File: config.mk
export PLATFORM = sky130hd
export DESIGN_NAME = simt_div_stack
export DESIGN_NICKNAME = d
export VERILOG_FILES = /design/src/rtl/simt_div_pkg.sv /design/src/rtl/simt_branch_eval.sv /design/src/rtl/simt_recon_lifo.sv /design/src/rtl/simt_div_stack.sv
export SDC_FILE = /design/constraint.sdc
export NUM_CORES = 1
export LEC_CHECK = 0
export BUFFER_PORTS_ARGS = -buffer_cell sky130_fd_sc_hd__buf_2
export CAP_MARGIN = 10
export CORE_ASPECT_RATIO = 0.9
export CORE_MARGIN = 2
export CORE_UTILIZATION = 25
export CTS_CLUSTER_DIAMETER = 200
export DETAILED_ROUTE_END_ITERATION = 7
export SLEW_MARGIN = 25
export SYNTH_ARGS = -nofsm -noshare
export SYNTH_HDL_FRONTEND = slang
export SYNTH_SLANG_ARGS = --single-unit
export TNS_END_PERCENT = 20
File: constraint.sdc
create_clock -name clk -period 6.2 [get_ports clk]
set_input_delay 1.55 -clock clk [delete_from_list [all_inputs] [get_ports clk]]
set_output_delay 1.55 -clock clk [all_outputs]
set_load 0.03 [all_outputs]
File: src/rtl/simt_div_pkg.sv
package simt_div_pkg;

  // Outcome of one resolved branch against the current active mask
  typedef enum logic [1:0] {
    BK_NONE     = 2'd0,
    BK_TAKEN    = 2'd1,
    BK_NOTTAKEN = 2'd2,
    BK_SPLIT    = 2'd3
  } br_kind_e;

endpackage

File: src/rtl/simt_branch_eval.sv
module simt_branch_eval
  import simt_div_pkg::*;
#(
  parameter int LANES = 32
) (
  input  logic             valid,
  input  logic [LANES-1:0] active,
  input  logic [LANES-1:0] taken,
  output logic [LANES-1:0] taken_act,
  output logic [LANES-1:0] nt_act,
  output br_kind_e         kind
);

  // Only threads that are enabled take part in the branch decision
  assign taken_act = taken & active;
  assign nt_act    = active & ~taken;

  always_comb begin
    if (!valid)
      kind = BK_NONE;
    else if (taken_act == '0)
      kind = BK_NOTTAKEN;
    else if (taken_act == active)
      kind = BK_TAKEN;
    else
      kind = BK_SPLIT;
  end

endmodule

File: src/rtl/simt_recon_lifo.sv
module simt_recon_lifo #(
  parameter int LANES = 32,
  parameter int PCW   = 32,
  parameter int DEPTH = 8
) (
  input  logic             clk,
  input  logic             rst_n,
  input  logic             push_two,
  input  logic [PCW-1:0]   lo_pc,
  input  logic [LANES-1:0] lo_mask,
  input  logic [PCW-1:0]   hi_pc,
  input  logic [LANES-1:0] hi_mask,
  input  logic             pop,
  output logic [PCW-1:0]   top_pc,
  output logic [LANES-1:0] top_mask,
  output logic             empty,
  output logic             room_two
);

  localparam int IW  = (DEPTH > 1) ? $clog2(DEPTH) : 1;
  localparam int SPW = $clog2(DEPTH + 1);

  logic [PCW-1:0]   pc_mem   [DEPTH];
  logic [LANES-1:0] mask_mem [DEPTH];
  logic [SPW-1:0]   sp;
  logic [IW-1:0]    wr_lo, wr_hi, rd_top;

  assign wr_lo    = IW'(sp);
  assign wr_hi    = wr_lo + IW'(1);
  assign rd_top   = wr_lo - IW'(1);
  assign empty    = (sp == '0);
  assign room_two = (32'(sp) + 2) <= DEPTH;
  assign top_pc   = pc_mem[rd_top];
  assign top_mask = mask_mem[rd_top];

  always_ff @(posedge clk) begin
    if (!rst_n) begin
      sp <= '0;
    end else if (push_two) begin
      sp <= sp + SPW'(2);
    end else if (pop && !empty) begin
      sp <= sp - SPW'(1);
    end
  end

  // The record array is not reset; sp alone says which records are live
  always_ff @(posedge clk) begin
    if (push_two) begin
      pc_mem[wr_lo]   <= lo_pc;
      mask_mem[wr_lo] <= lo_mask;
      pc_mem[wr_hi]   <= hi_pc;
      mask_mem[wr_hi] <= hi_mask;
    end
  end


  push_depth_chk: assert property (@(posedge clk) disable iff (!rst_n)
    push_two |=> sp == $past(sp) + SPW'(2));


  pop_depth_chk: assert property (@(posedge clk) disable iff (!rst_n)
    (pop && !empty && !push_two) |=> sp == $past(sp) - SPW'(1));


  depth_bound_chk: assert property (@(posedge clk) disable iff (!rst_n)
    32'(sp) <= DEPTH);

endmodule

File: src/rtl/simt_div_stack.sv
module simt_div_stack
  import simt_div_pkg::*;
#(
  parameter int          LANES    = 32,
  parameter int          PCW      = 32,
  parameter int          DEPTH    = 8,
  parameter logic [31:0] RESET_PC = 32'h0000_0100
) (
  input  logic             clk,
  input  logic             rst_n,
  input  logic             br_valid,
  input  logic [LANES-1:0] br_taken,
  input  logic [PCW-1:0]   br_target,
  input  logic [PCW-1:0]   br_fallthru,
  input  logic [PCW-1:0]   br_join_pc,
  input  logic             path_end,
  output logic [PCW-1:0]   path_pc,
  output logic [LANES-1:0] act_mask,
  output logic             stack_ovf
);

  logic [LANES-1:0] taken_act, nt_act;
  br_kind_e         kind;
  logic [PCW-1:0]   top_pc;
  logic [LANES-1:0] top_mask;
  logic             stk_empty, stk_room2;

  // Named events for the checks below
  logic div_ok, div_ovf, pop_fire, uni_fire;

  simt_branch_eval #(.LANES(LANES)) u_eval (
    .valid     (br_valid),
    .active    (act_mask),
    .taken     (br_taken),
    .taken_act (taken_act),
    .nt_act    (nt_act),
    .kind      (kind)
  );

  assign div_ok   = (kind == BK_SPLIT) &&  stk_room2;
  assign div_ovf  = (kind == BK_SPLIT) && !stk_room2;
  assign uni_fire = (kind == BK_TAKEN) || (kind == BK_NOTTAKEN);
  assign pop_fire = path_end && !br_valid && !stk_empty;

  simt_recon_lifo #(.LANES(LANES), .PCW(PCW), .DEPTH(DEPTH)) u_lifo (
    .clk      (clk),
    .rst_n    (rst_n),
    .push_two (div_ok),
    .lo_pc    (br_join_pc),
    .lo_mask  (act_mask),
    .hi_pc    (br_target),
    .hi_mask  (taken_act),
    .pop      (pop_fire),
    .top_pc   (top_pc),
    .top_mask (top_mask),
    .empty    (stk_empty),
    .room_two (stk_room2)
  );

  always_ff @(posedge clk) begin
    if (!rst_n) begin
      path_pc   <= PCW'(RESET_PC);
      act_mask  <= '1;
      stack_ovf <= 1'b0;
    end else if (br_valid) begin
      unique case (kind)
        BK_TAKEN:    path_pc <= br_target;
        BK_NOTTAKEN: path_pc <= br_fallthru;
        BK_SPLIT: begin
          if (stk_room2) begin
            path_pc  <= br_fallthru;
            act_mask <= nt_act;
          end else begin
            stack_ovf <= 1'b1;
          end
        end
        default: ;
      endcase
    end else if (pop_fire) begin
      path_pc  <= top_pc;
      act_mask <= top_mask;
    end
  end


  uniform_mask_chk: assert property (@(posedge clk) disable iff (!rst_n)
    uni_fire |=> act_mask == $past(act_mask));


  subset_mask_chk: assert property (@(posedge clk) disable iff (!rst_n)
    br_valid |=> (act_mask & ~$past(act_mask)) == '0);


  empty_ones_chk: assert property (@(posedge clk) disable iff (!rst_n)
    stk_empty |-> act_mask == '1);


  ovf_hold_chk: assert property (@(posedge clk) disable iff (!rst_n)
    div_ovf |=> (stack_ovf && $stable(act_mask) && $stable(path_pc)));


  ovf_sticky_chk: assert property (@(posedge clk) disable iff (!rst_n)
    stack_ovf |=> stack_ovf);


  branch_wins_chk: assert property (@(posedge clk) disable iff (!rst_n)
    (br_valid && path_end && uni_fire) |=> act_mask == $past(act_mask));

endmodule

# ---- Word-level counts from Yosys, hierarchy flattened
# Memories as Yosys holds them, arrays and structs flattened.
# Index checks and enable logic that the tools add are counted.
dict set report totals {
  input_bits 132
  wordCells 52
  ram_bits 512
  reg_bits 69
  output_inout_bits 65
  n_memories 2
}
dict set report op_classes {
  eq_ne 8
  n_addsub 5
  reduce_logical 13
  magnitude_cmp 1
  mux 15
  bitwise 4
}
# memory words word_bits read_ports rd_clocked_by_memory_dff write_ports line
set mem_list {}
lappend mem_list {u_lifo.mask_mem 8 32 1 0 2 simt_recon_lifo.sv:24} ;# logic [LANES-1:0] mask_mem [DEPTH];
lappend mem_list {u_lifo.pc_mem 8 32 1 0 2 simt_recon_lifo.sv:23} ;# logic [PCW-1:0] pc_mem [DEPTH];
# operator n
set ops {}
lappend ops {{$mux W32} 7}
lappend ops {{$pmux W32 S3} 1}
lappend ops {{$and A32 B32 Y32} 2}
lappend ops {{$eq A32 B32 Y1} 1}
lappend ops {{$le A32 B4 Y1 const B} 1}
lappend ops {{$logic_not A32 Y1} 1}
lappend ops {{$not A32 Y32} 1}
lappend ops {{$reduce_and A3 Y1} 3}
lappend ops {{$mux W4} 2}
lappend ops {{$mux W2} 3}
lappend ops {{$add A4 B2 Y5 const B} 1}
lappend ops {{$add A4 B2 Y4 const B} 1}
lappend ops {{$eq A2 B2 Y1 const B} 2}
lappend ops {{$logic_and A1 B1 Y1} 4}
lappend ops {{$logic_not A4 Y1} 1}
lappend ops {{$ne A2 B1 Y1 const B} 2}
lappend ops {{$ne A4 B1 Y1 const B} 1}
lappend ops {{$reduce_bool A2 Y1} 2}
lappend ops {{$sub A4 B1 Y4 const B} 1}
lappend ops {{$add A3 B1 Y3 const B} 1}
lappend ops {{$ne A3 B3 Y1 const B} 1}
lappend ops {{$sub A3 B1 Y3 const B} 1}
lappend ops {{$eq A2 B1 Y1 const B} 1}
lappend ops {{$logic_not A1 Y1} 2}
lappend ops {{other kinds (2)} 3}

# ---- Longest topological paths before layout
# Gate-level depths: netlist (run 1).
dict set report logic_depth {
  word_depth 9
  depth_mapped 15
  depth_no_buf 11
}

# ---- Hierarchy
# A second synthesis (run 1) with hierarchy kept.
dict set report unflattened {
  cells_unflattened 1875
  area_unflattened_um2 30530.5
}
# mod n_inst area_each_um2 cells_each seq_area_each_um2
set modules_own_cells {}
lappend modules_own_cells {simt_recon_lifo 1 26232.7 1376 15454.8}
lappend modules_own_cells {simt_div_stack 1 3713.6 410 1301.2}
lappend modules_own_cells {simt_branch_eval 1 584.3 89 0.0}

# ---- Worst setup path before layout (run 1)
# Ideal clock, no wire load.
dict set report synth_timing {
  path_type {in2reg}
  from {in br_taken[15]}
  to {mem u_lifo.mask_mem[2][0] (enable)}
  stages 13
  required_time_ns 5.513
  path_buffers 4
  arrival_ns 4.954
  setup_slack_ns 0.558
  cell_sequence {clkbuf_1 -> o2111ai_1 -> a2111oi_0 -> nand4_1 -> o21a_1 -> ha_1 -> buf_2 -> and2_1 -> and3_1 -> buf_4 -> nand3_4 -> clkbuf_1 -> nand2_1}
}
# item line
set synth_lines {}
lappend synth_lines {{start: declaration} simt_div_stack.sv:12} ;# input logic [LANES-1:0] br_taken,
lappend synth_lines {{end: declaration} simt_recon_lifo.sv:24}

==> impl_metrics.toml, run 1 <==
[route]
num_vias = 18230
drc_errors = 0
routedWlPerCell_microns = 23.8
drt_first_iter_violations = 1575
finalWirelength_microns = 87700
ant_nets = 0
drt_pass1_iterations = 5
via_per_inst = 4.95

[timing]
worstMarginPinSlew_ns = 0.936
setup_tns_ns = 0
min_period_over_period_pct = 78.4
slew_headroom_pct = 37.6
fmaxAchievable_mhz = 206
timing.hold.ws_ns = 0.453
maxSlewViolCount = 0
hold_violations = 0
finClkSkew_ns = 0.0287
period_minus_slack_ns = 4.86
rsz0062_at_grt = "false"
setup_violations = 0

[floorplan]
io_pins = 197
initial_core_util_pct = 25.1
placementRows = 118
die_x_microns = 362
fp.dieH_microns = 326
die_area_sq_um = 118000
core_area_sq_um = 115000

[logic_synthesis]
ys_ff_latch = 581
synth_nets = 2143
ys_warn_count = 0
synth_edf_count = 512
synth.cell_area_sq_um = 28800
seq_area_frac_synth_pct = 58.2
ys.flop_type = "edfxtp_1"
avgSynthCellArea_sq_um = 14.4
synth_cells = 2001
synthDistinctLibCells = 56
synth-async-reset-ratio_pct = 0

[cts]
clock_path_buffers = 3
cts.sinks = 581
clock_latency_ns = 0.62
ctsResizeCount = 0
cts_hold_buffers = 0
cts_made_buffers = 67
clk_pin_slew_ns = 0.06
postCtsSetupBuffers = 0
cts_tree = "built"
root_buffer = "clkbuf_16"
h-tree-depth = 3

[placement]
dp.cells = 3552
routabilityCongestion = 0.787
portBuffers = 196
hpwl_microns = 53500

[worst_hold_path]
hold_path.class = "register to register"

[cells_and_area]
fillCellCount = 11530
layout.cells.non_filler = 3681
nets = 2264
drive_above_1_share_pct = 30.6
area_growth_pct = 17.0

[critical_path]
critPathKind = "input pin to register"
r2r-start = "act_mask[27]"
rr_endpoint = "u_lifo.pc_mem[3][27]"
reg2reg_slack_ns = 1.99
worstPathArrival_ns = 5.22
worstPathRequired_ns = 6.56
worstRegToRegCells = 10
crit_fanout = 36
critPathLaunch = "br_taken[30]"
setup.worst_path.start_class = "input pin"
cp-end-kind = "register"
setup.worst_path.end = "u_lifo.pc_mem[3][27]"

[power_and_ir_drop]
finalPower_mw = 10.6
peakVddDrop_v = 0.000169
p_leak_nw = 11.3
p_per_area_nw_per_um2 = 314

[global_routing]
grt_start_max_net_pins = 66
grt_usage_pct = 14.7
antenna_found_initial = 12
grt_overflow = 0
grt_pass1_vias = 18616
grt_pass1_wl_microns = 130000

[run]
cap_violations = 0

[outcome]
outcome = "completed"
==> kinds of logic after synthesis <==
family | Yosys count | share of synthesized area, %
buf+inv | 236 | 4.17
flops | 581 | 58.2
simple gates | 290 | 4.78
xor+xnor | 5 | 0.178
compound gates | 462 | 12.1
mux | 417 | 20.2
fa+ha+maj | 10 | 0.435
==> registers in the layout (all words and copies together), names as in the netlist <==
signal	count
act_mask	32
path_pc	32
stack_ovf	1
u_lifo.mask_mem	256
u_lifo.pc_mem	256
u_lifo.sp	4
==> critical path: stages <==
cell     delay, ns
buf_2         0.22
o22ai_1       0.21
nor4_1        0.60
nand4_1       0.30
o21a_1        0.27
ha_1          0.34
and4_1        0.41
nand3_4       0.29
buf_4         0.58
mux2_1        0.39
==> worst min path at each step <==
stage | to | cells after the start | startpoint
2_1_floorplan | u_lifo.sp[1] | 1 | u_lifo.sp[1]
6_report | path_pc[21] | 2 | path_pc[21]
5_1_grt | path_pc[11] | 2 | path_pc[11]
4_1_cts | path_pc[29] | 2 | path_pc[29]
3_5_place_dp | path_pc[16] | 2 | path_pc[16]
3_3_place_gp | path_pc[0] | 2 | path_pc[0]
==> cell usage after synthesis, types with 3 or more instances <==
library cell	count	area, sq um
mux2_1	70	788
xnor2_1	3	26.3
dfxtp_1	69	1380
nor2_1	12	45.0
nand2_1	165	619
buf_4	22	165
nor3_1	63	315
and4_1	3	26.3
a21oi_1	44	220
nand4_1	8	50.1
nand3_1	6	30.0
mux2_2	154	1730
clkbuf_1	103	387
nor4_1	3	18.8
o21a_1	249	1870
a311oi_1	31	272
a21boi_0	9	67.6
o221ai_1	32	280
buf_1	5	18.8
buf_6	22	248
a22oi_1	16	120
edfxtp_1	512	15400
a211oi_1	23	173
mux4_2	94	2120
nand3_4	4	70.1
buf_2	54	270
nor3b_1	3	22.5
o22ai_1	10	62.6
o21ai_0	3	15.0
mux2i_1	65	651
mux2_4	34	510
nand2b_1	9	56.3
inv_1	29	109
ha_1	10	125
a211o_1	32	280
==> layer usage <==
layer | vias to the layer above | global-route usage (%) | routed length, microns
met3 | 108 | 2.45 | 4990
li1 | 8078 | - | -
met4 | 4 | 4.04 | 2010
met5 | - | 0 | 22
met2 | 553 | 24.3 | 42500
met1 | 9487 | 19.8 | 38200
==> report_power, final <==
part | leakage [nW] | internal [mW] | switching [mW] | total [mW]
Sequential | 5.06 | 4.54 | 0.158 | 4.70
Combinational | 5.17 | 0.792 | 1.14 | 1.93
Clock | 1.06 | 2.29 | 1.65 | 3.94
Total | 11.3 | 7.63 | 2.94 | 10.6
==> cells in the final DEF (no fill, tap or decap), drive strengths merged, types with 4 or more instances in the layout <==
cell,instances
a211o,32
a211oi,23
a21boi,9
a21oi,44
a22oi,16
a311oi,31
buf,258
clkbuf,91
clkinv,25
dfxtp,69
diode,5
edfxtp,512
ha,10
inv,32
mux2,258
mux2i,65
mux4,94
nand2,165
nand2b,9
nand3,12
nand4,8
nor2,12
nor2b,5
nor3,63
o21a,249
o21ai,4
o221ai,32
o22ai,10
==> cell type report <==
| cell class | count | area, sq um | area share (%) |
|---|---|---|---|
| flip-flops and latches | 581 | 16800 | 49.8 |
| multi-input cells | 1184 | 11000 | 32.6 |
| clock buffers | 91 | 1900 | 5.65 |
| well taps | 1500 | 1880 | 5.57 |
| repair buffers | 258 | 1770 | 5.25 |
| clock inverters | 32 | 273 | 0.810 |
| inverters | 30 | 113 | 0.334 |
| diodes | 5 | 12.5 | 0.0372 |
==> stage by stage <==
stage | util (%) | worst slack (ns) | area, sq um
2_1_floorplan | - | 0.558 | 28800
3_3_place_gp | 27.4 | 0.699 | 31400
3_5_place_dp | 27.5 | 0.636 | 31500
4_1_cts | 29.4 | 1.28 | 33600
5_1_grt | 29.4 | 1.22 | 33700
6_report | 29.4 | 1.34 | 33700
Note: power is estimated with default switching activity, not from simulation.
==> run 2, diff against run 1 <==
==> constraint.sdc (replaced) <==
create_clock -name clk -period 4.1 [get_ports clk]
set_input_delay 1.025 -clock clk [delete_from_list [all_inputs] [get_ports clk]]
set_output_delay 1.025 -clock clk [all_outputs]
set_load 0.03 [all_outputs]
==> run 2 against run 1 <==
First-iteration DRC count is 0.13% lower. Sequential share of layout area is 1.9 points lower. Register-to-register slack worse by 1.8 ns. Count of clock-buffer cells in the layout is 3 higher. Sequential cell count stayed put. Global-route usage is 0.17 points higher. Worst setup slack worse by 1.2 ns. Non-clock buffer count is 120 higher. Critical path depth is 5 higher. Sequential power is 50% higher. Wire length is 1.4% higher. Critical endpoint is now u_lifo.mask_mem[3][13].
==> impl_metrics.toml, run 2 (synthesized netlist as in run 1, its figures left out) <==
[floorplan]
placementRows = 118
fp.dieH_microns = 326
io_pins = 197
die_area_sq_um = 118000
die_x_microns = 362
core_area_sq_um = 115000
initial_core_util_pct = 25.1

[critical_path]
cpMostUsedCell = "buf_4"
slowest_delay_ns = 0.54
cp-end-kind = "register"
worstPathRequired_ns = 4.37
reg2reg_slack_ns = 0.23
critPathKind = "input pin to register"
path_delay_family = "simple AND/OR/NAND/NOR gates"
crit_buf_inv = 6
critPathSlowestCell = "nor4_1"
setup.worst_path.start_class = "input pin"
worstPathArrival_ns = 4.21
path_cells = "buf_2 -> a22oi_1 -> buf_4 -> nand4_1 -> nor4_1 -> buf_4 -> o21a_1 -> ha_1 -> and2_1 -> and3_1 -> buf_4 -> buf_4 -> nand2_1 -> nand2_4 -> buf_12"
crit_fanout = 37

[global_routing]
grt_overflow = 0
grt_start_max_net_pins = 63
grt_usage_pct = 14.8
grt_pass1_vias = 19332
grt_pass1_wl_microns = 131000
antenna_found_initial = 8

[outcome]
outcome = "completed"

[placement]
post-place-ws_ns = -0.397
hpwl_microns = 57100
portBuffers = 196
place_area_sq_um = 32800
routabilityCongestion = 0.833
dp.cells = 3673

[cts]
clock_latency_ns = 0.62
cts.sinks = 581
clock_path_buffers = 3
cts_hold_buffers = 0
h-tree-depth = 3
clk_pin_slew_ns = 0.06
postCtsSetupBuffers = 0
ctsResizeCount = 0
root_buffer = "clkbuf_16"
cts_tree = "built"
cts_made_buffers = 66

[route]
met2WireLength_microns = 42200
drt-met1-wl_microns = 39200
ant_nets = 0
met3_wirelength_microns = 4750
drt_first_iter_violations = 1573
via_per_inst = 4.95
drt_pass1_iterations = 5
finalWirelength_microns = 89000
drc_errors = 0
routedWlPerCell_microns = 23.4
num_vias = 18804
top_layer = "met5"

[timing]
finClkSkew_ns = 0.0219
slew_headroom_pct = 33.6
fin_ws_ns = 0.162
setup_violations = 0
fmaxAchievable_mhz = 254
worstMarginPinSlew_ns = 0.995
min_period_over_period_pct = 96.1
period_minus_slack_ns = 3.94
maxSlewViolCount = 0
rsz0062_at_grt = "false"
hold_violations = 0

[power_and_ir_drop]
combPwrFrac_pct = 19.6
pwr-share-clk_pct = 36.8
internal_power_mw = 11.7
seqPwrFrac_pct = 43.6
p_sw_share_pct = 27.5
power_switching_mw = 4.45
p_per_area_nw_per_um2 = 463
p_leak_nw = 12.0
peakVddDrop_v = 0.000241

[cells_and_area]
final_cell_mix = "512 x edfxtp_1, 249 x o21a_1, 195 x buf_2"
final_common_cell = "edfxtp_1"
layout.cells.non_filler = 3795
area_growth_pct = 21.5
largestRegisters = "u_lifo.mask_mem (256), u_lifo.pc_mem (256)"
nets = 2383
design_area_sq_um = 35000
drive_above_1_share_pct = 34.1

[run]
cap_violations = 0

[worst_hold_path]
hold_path.class = "register to register"
run 2: power by group through the flow:
stage                     registers [mW]  clock network (mW)  logic (mW)
after CTS                           7.05                6.06        3.19
after floorplan                     7.24                   0        1.91
after global placement              7.18                   0        3.15
after detailed placement            7.18                   0        3.18
final                               7.06                5.95        3.18
after global routing                7.08                6.27        3.39
run 2: per-layer routing:
layer	up-vias	track usage, %
met5	-	0
met4	6	5.34
met3	155	2.25
met2	586	24.0
met1	9736	20.2
li1	8321	-
run 2: final timing paths:
kind	cells after the start	from	endpoint
setup / recovery	15	br_taken[19]	u_lifo.mask_mem[3][13]
setup reg to reg	14	act_mask[3]	u_lifo.mask_mem[3][13]
hold / removal	2	path_pc[13]	path_pc[13]
hold reg to reg	2	path_pc[13]	path_pc[13]
run 2: area by class of cell:
type	count	area, sq um
Multi-Input combinational cell	1184	11000
Tap cell	1500	1880
Timing Repair Buffer	378	3100
Sequential cell	581	16800
Clock inverter	25	249
Inverter	30	113
Antenna cell	3	7.51
Fill cell	11472	79600
Clock buffer	94	1880
run 2: stage by stage:
step	hold WS, ns	TNS (ns)	power, mW	utilization (%)
floorplan	0.519	-56.05	9.15	-
global placement	0.443	-294.98	10.3	28.7
detailed placement	0.443	-296.85	10.4	28.7
CTS	0.452	0	16.3	30.5
global route	0.475	0	16.7	30.5
finish	0.453	0	16.2	30.5
run 2: worst reg2reg max path, cell delays in order (launching register included):
cell and delay [ns]:
dfxtp_1 0.45, a22oi_1 0.29, buf_4 0.17, nand4_1 0.21, nor4_1 0.54, buf_4 0.23
o21a_1 0.15, ha_1 0.21, and2_1 0.15, and3_1 0.29, buf_4 0.21, buf_4 0.12
nand2_1 0.08, nand2_4 0.10, buf_12 0.30
==> run 3, diff against run 2 <==
--- a/config.mk
+++ b/config.mk
@@ -8,12 +8,12 @@
 export BUFFER_PORTS_ARGS = -buffer_cell sky130_fd_sc_hd__buf_2
 export CAP_MARGIN = 10
 export CORE_ASPECT_RATIO = 0.9
-export CORE_MARGIN = 2
 export CORE_UTILIZATION = 25
 export CTS_CLUSTER_DIAMETER = 200
 export DETAILED_ROUTE_END_ITERATION = 7
 export SLEW_MARGIN = 25
 export SYNTH_ARGS = -nofsm -noshare
 export SYNTH_HDL_FRONTEND = slang
+export SYNTH_HIERARCHICAL = 1
 export SYNTH_SLANG_ARGS = --single-unit
 export TNS_END_PERCENT = 20
==> run 3 against run 2 <==
Utilization rose by 0.83 points. Sequential power fell by 3.1%. Area after synthesis rose by 6.1%. Critical path depth did not move. Via count fell by 2.9%. Worst hold slack improved by 0.020 ns. Combinational power fell by 10%. Clock power rose by 4.4%. Largest cell class unchanged. Highest routed layer unchanged.
==> impl_metrics.toml, run 3 <==
[logic_synthesis]
synth_edf_count = 512
synth.cell_area_sq_um = 30500
yosysTopAreaCellShare_pct = 50.4
seq_area_frac_synth_pct = 54.9
yosys.area.top_type = "edfxtp_1"
synth_cells = 1875
ys_ff_latch = 581
avgSynthCellArea_sq_um = 16.3
yosysMostFrequentCell = "mux2_2"
ys_warn_count = 6
synth_nets = 2016
synthTopCellsByCount = "532 x mux2_2, 512 x edfxtp_1, 128 x mux4_2"
synthDistinctLibCells = 59
ys.flop_type = "edfxtp_1"
synth-async-reset-ratio_pct = 0
synth_area_leaders = "edfxtp_1 50%, mux2_2 20%, mux4_2 9.4%"

[route]
ant_nets = 0
routedWlPerCell_microns = 23.3
num_vias = 18266
drt_first_iter_violations = 1102
drt_pass1_iterations = 5
drc_errors = 0
via_per_inst = 4.68
finalWirelength_microns = 90900

[cells_and_area]
fillCellCount = 11843
drive_above_1_share_pct = 58.7
final_cell_mix = "532 x mux2_2, 512 x edfxtp_1, 194 x buf_2"
largestRegisters = "u_lifo/mask_mem (256), u_lifo/pc_mem (256)"
final-seq-area_sq_um = 16800
nets = 2383
final_common_cell = "mux2_2"
final_core_util_pct = 31.4
multi_input_area_sq_um = 13000
area_growth_pct = 24.3

[critical_path]
worstPathRequired_ns = 4.46
path_delay_family = "simple AND/OR/NAND/NOR gates"
path_cells = "buf_2 -> and2_4 -> or4_4 -> or4_4 -> nor4_4 -> o31a_1 -> ha_2 -> and2_4 -> buf_4 -> nand3_4 -> nor2_4 -> buf_4 -> buf_12 -> buf_12 -> mux2_2"
crit_fanout = 9
setup.worst_path.start_class = "input pin"
crit_buf_inv = 5
slowest_delay_ns = 0.56
worstPathArrival_ns = 4.40
cp-end-kind = "register"
critPathKind = "input pin to register"
critPathSlowestCell = "or4_4"

[cts]
root_buffer = "clkbuf_16"
h-tree-depth = 3
clock_latency_ns = 0.62
cts_made_buffers = 71
clock_path_buffers = 3
cts_tree = "built"
cts.sinks = 581
clk_pin_slew_ns = 0.06

[timing]
finClkSkew_ns = 0.0340
setup_tns_ns = 0
maxSlewViolCount = 0
min_period_over_period_pct = 98.5
setup_violations = 0
fmaxAchievable_mhz = 247
hold_violations = 0
fin_ws_ns = 0.0595
rsz0062_at_grt = "true"
worstMarginPinSlew_ns = 1.03
slew_headroom_pct = 31.2
period_minus_slack_ns = 4.04

[placement]
post-place-ws_ns = -0.834
routabilityCongestion = 0.747
hpwl_microns = 58700
portBuffers = 196

[global_routing]
grt_pass1_wl_microns = 132000
antenna_found_initial = 12
grt_use_met1_pct = 19.5
grt_pass1_vias = 19023
use_met3_pct = 2.43
use_met2_pct = 23.9
grt_overflow = 0
grt-busiest-layer = "met2"
grt_start_max_net_pins = 85
grt_usage_pct = 14.5

[power_and_ir_drop]
peakVddDrop_v = 0.000277
p_per_area_nw_per_um2 = 419
p_leak_nw = 12.2

[floorplan]
io_pins = 197
die_area_sq_um = 124000
die_x_microns = 370
fp.dieH_microns = 334
initial_core_util_pct = 25.2
placementRows = 121
core_area_sq_um = 121000

[outcome]
outcome = "completed"

[run]
cap_violations = 0

[worst_hold_path]
hold_path.class = "register to register"
==> run 3: cell types whose count changed in the layout (fill, tap and decap cells not counted), moves of 44 or more <==
cell,change
nor2b_1,+64
nand2_1,-115
mux2i_1,-63
nor3_1,-62
o21a_1,-246
mux2_1,-44
mux2_2,+378
==> run 3: final timing paths <==
path / end / start / slack (ns) / depth (start not counted)
min reg2reg: path_pc[23] / path_pc[23] / 0.47 / 2
max reg2reg: u_lifo/pc_mem[6][4] / act_mask[19] / 0.24 / 14
min: path_pc[23] / path_pc[23] / 0.47 / 2
max: u_lifo/pc_mem[6][4] / br_taken[19] / 0.06 / 15
==> run 3: cells by family (layout without fill, tap and decap cells) <==
family / after synthesis / in the layout / share of synthesized area [%]
compound gates: 181 / 181 / 4.66
xor+xnor: 4 / 4 / 0.189
fa+ha+maj: 9 / 9 / 0.369
buf+inv: 144 / 568 / 3.39
flops: 581 / 581 / 54.9
mux: 737 / 737 / 32.5
other cells: 0 / 1 / 0
simple gates: 219 / 219 / 4.01
==> run 3: metrics by stage <==
step | total power [mW] | hold slack [ns] | std cells | area [sq um]
6_report | 15.9 | 0.473 | 3899 | 37900
5_1_grt | 16.5 | 0.498 | 3899 | 37900
4_1_cts | 16.1 | 0.476 | 3897 | 37900
3_5_place_dp | 9.83 | 0.458 | 3763 | 35500
3_3_place_gp | 9.80 | 0.457 | 3763 | 35500
2_1_floorplan | 8.75 | 0.593 | 1875 | 30700
==> run 3: layout make-up <==
class / instances / share of cell area (%)
sequential: 581 / 44.2
multi-input combinational: 1150 / 34.1
clock inverter: 31 / 0.801
clock buffer: 99 / 5.28
inverter: 7 / 0.0693
timing repair buffer: 431 / 10.3
antenna: 1 / 0.00660
tap: 1599 / 5.27
==> run 3: worst register-to-register path, cell delays in order (launching register included) <==
cell and delay [ns]:
dfxtp_1 0.34, and2_4 0.15, or4_4 0.56, or4_4 0.49, nor4_4 0.34, o31a_1 0.20
ha_2 0.19, and2_4 0.13, buf_4 0.13, nand3_4 0.10, nor2_4 0.18, buf_4 0.14
buf_12 0.16, buf_12 0.16, mux2_2 0.34
==> run 3: layer usage <==
layer / wire (microns) / vias up
met5: 77 / -
met1: 41100 / 9528
met2: 43800 / 396
met3: 4000 / 121
met4: 1880 / 12
li1: - / 8209
==> run 3: timing repair <==
| action | 4_1_cts | 5_1_grt |
|---|---|---|
| resized for setup | 9 | 1 |
| hold buffers | 0 | 0 |
| gates cloned | 1 | 0 |
| setup buffers | 3 | 1 |
| pin swaps | 4 | 2 |
| setup endpoints to repair | 834 | 135 |
==> run 3: power breakdown <==
part           total, mW  internal, mW  switching (mW)
Clock               6.21          3.63            2.58
Combinational       2.86          1.35            1.51
Sequential          6.84          6.76          0.0815
Total               15.9          11.7            4.17
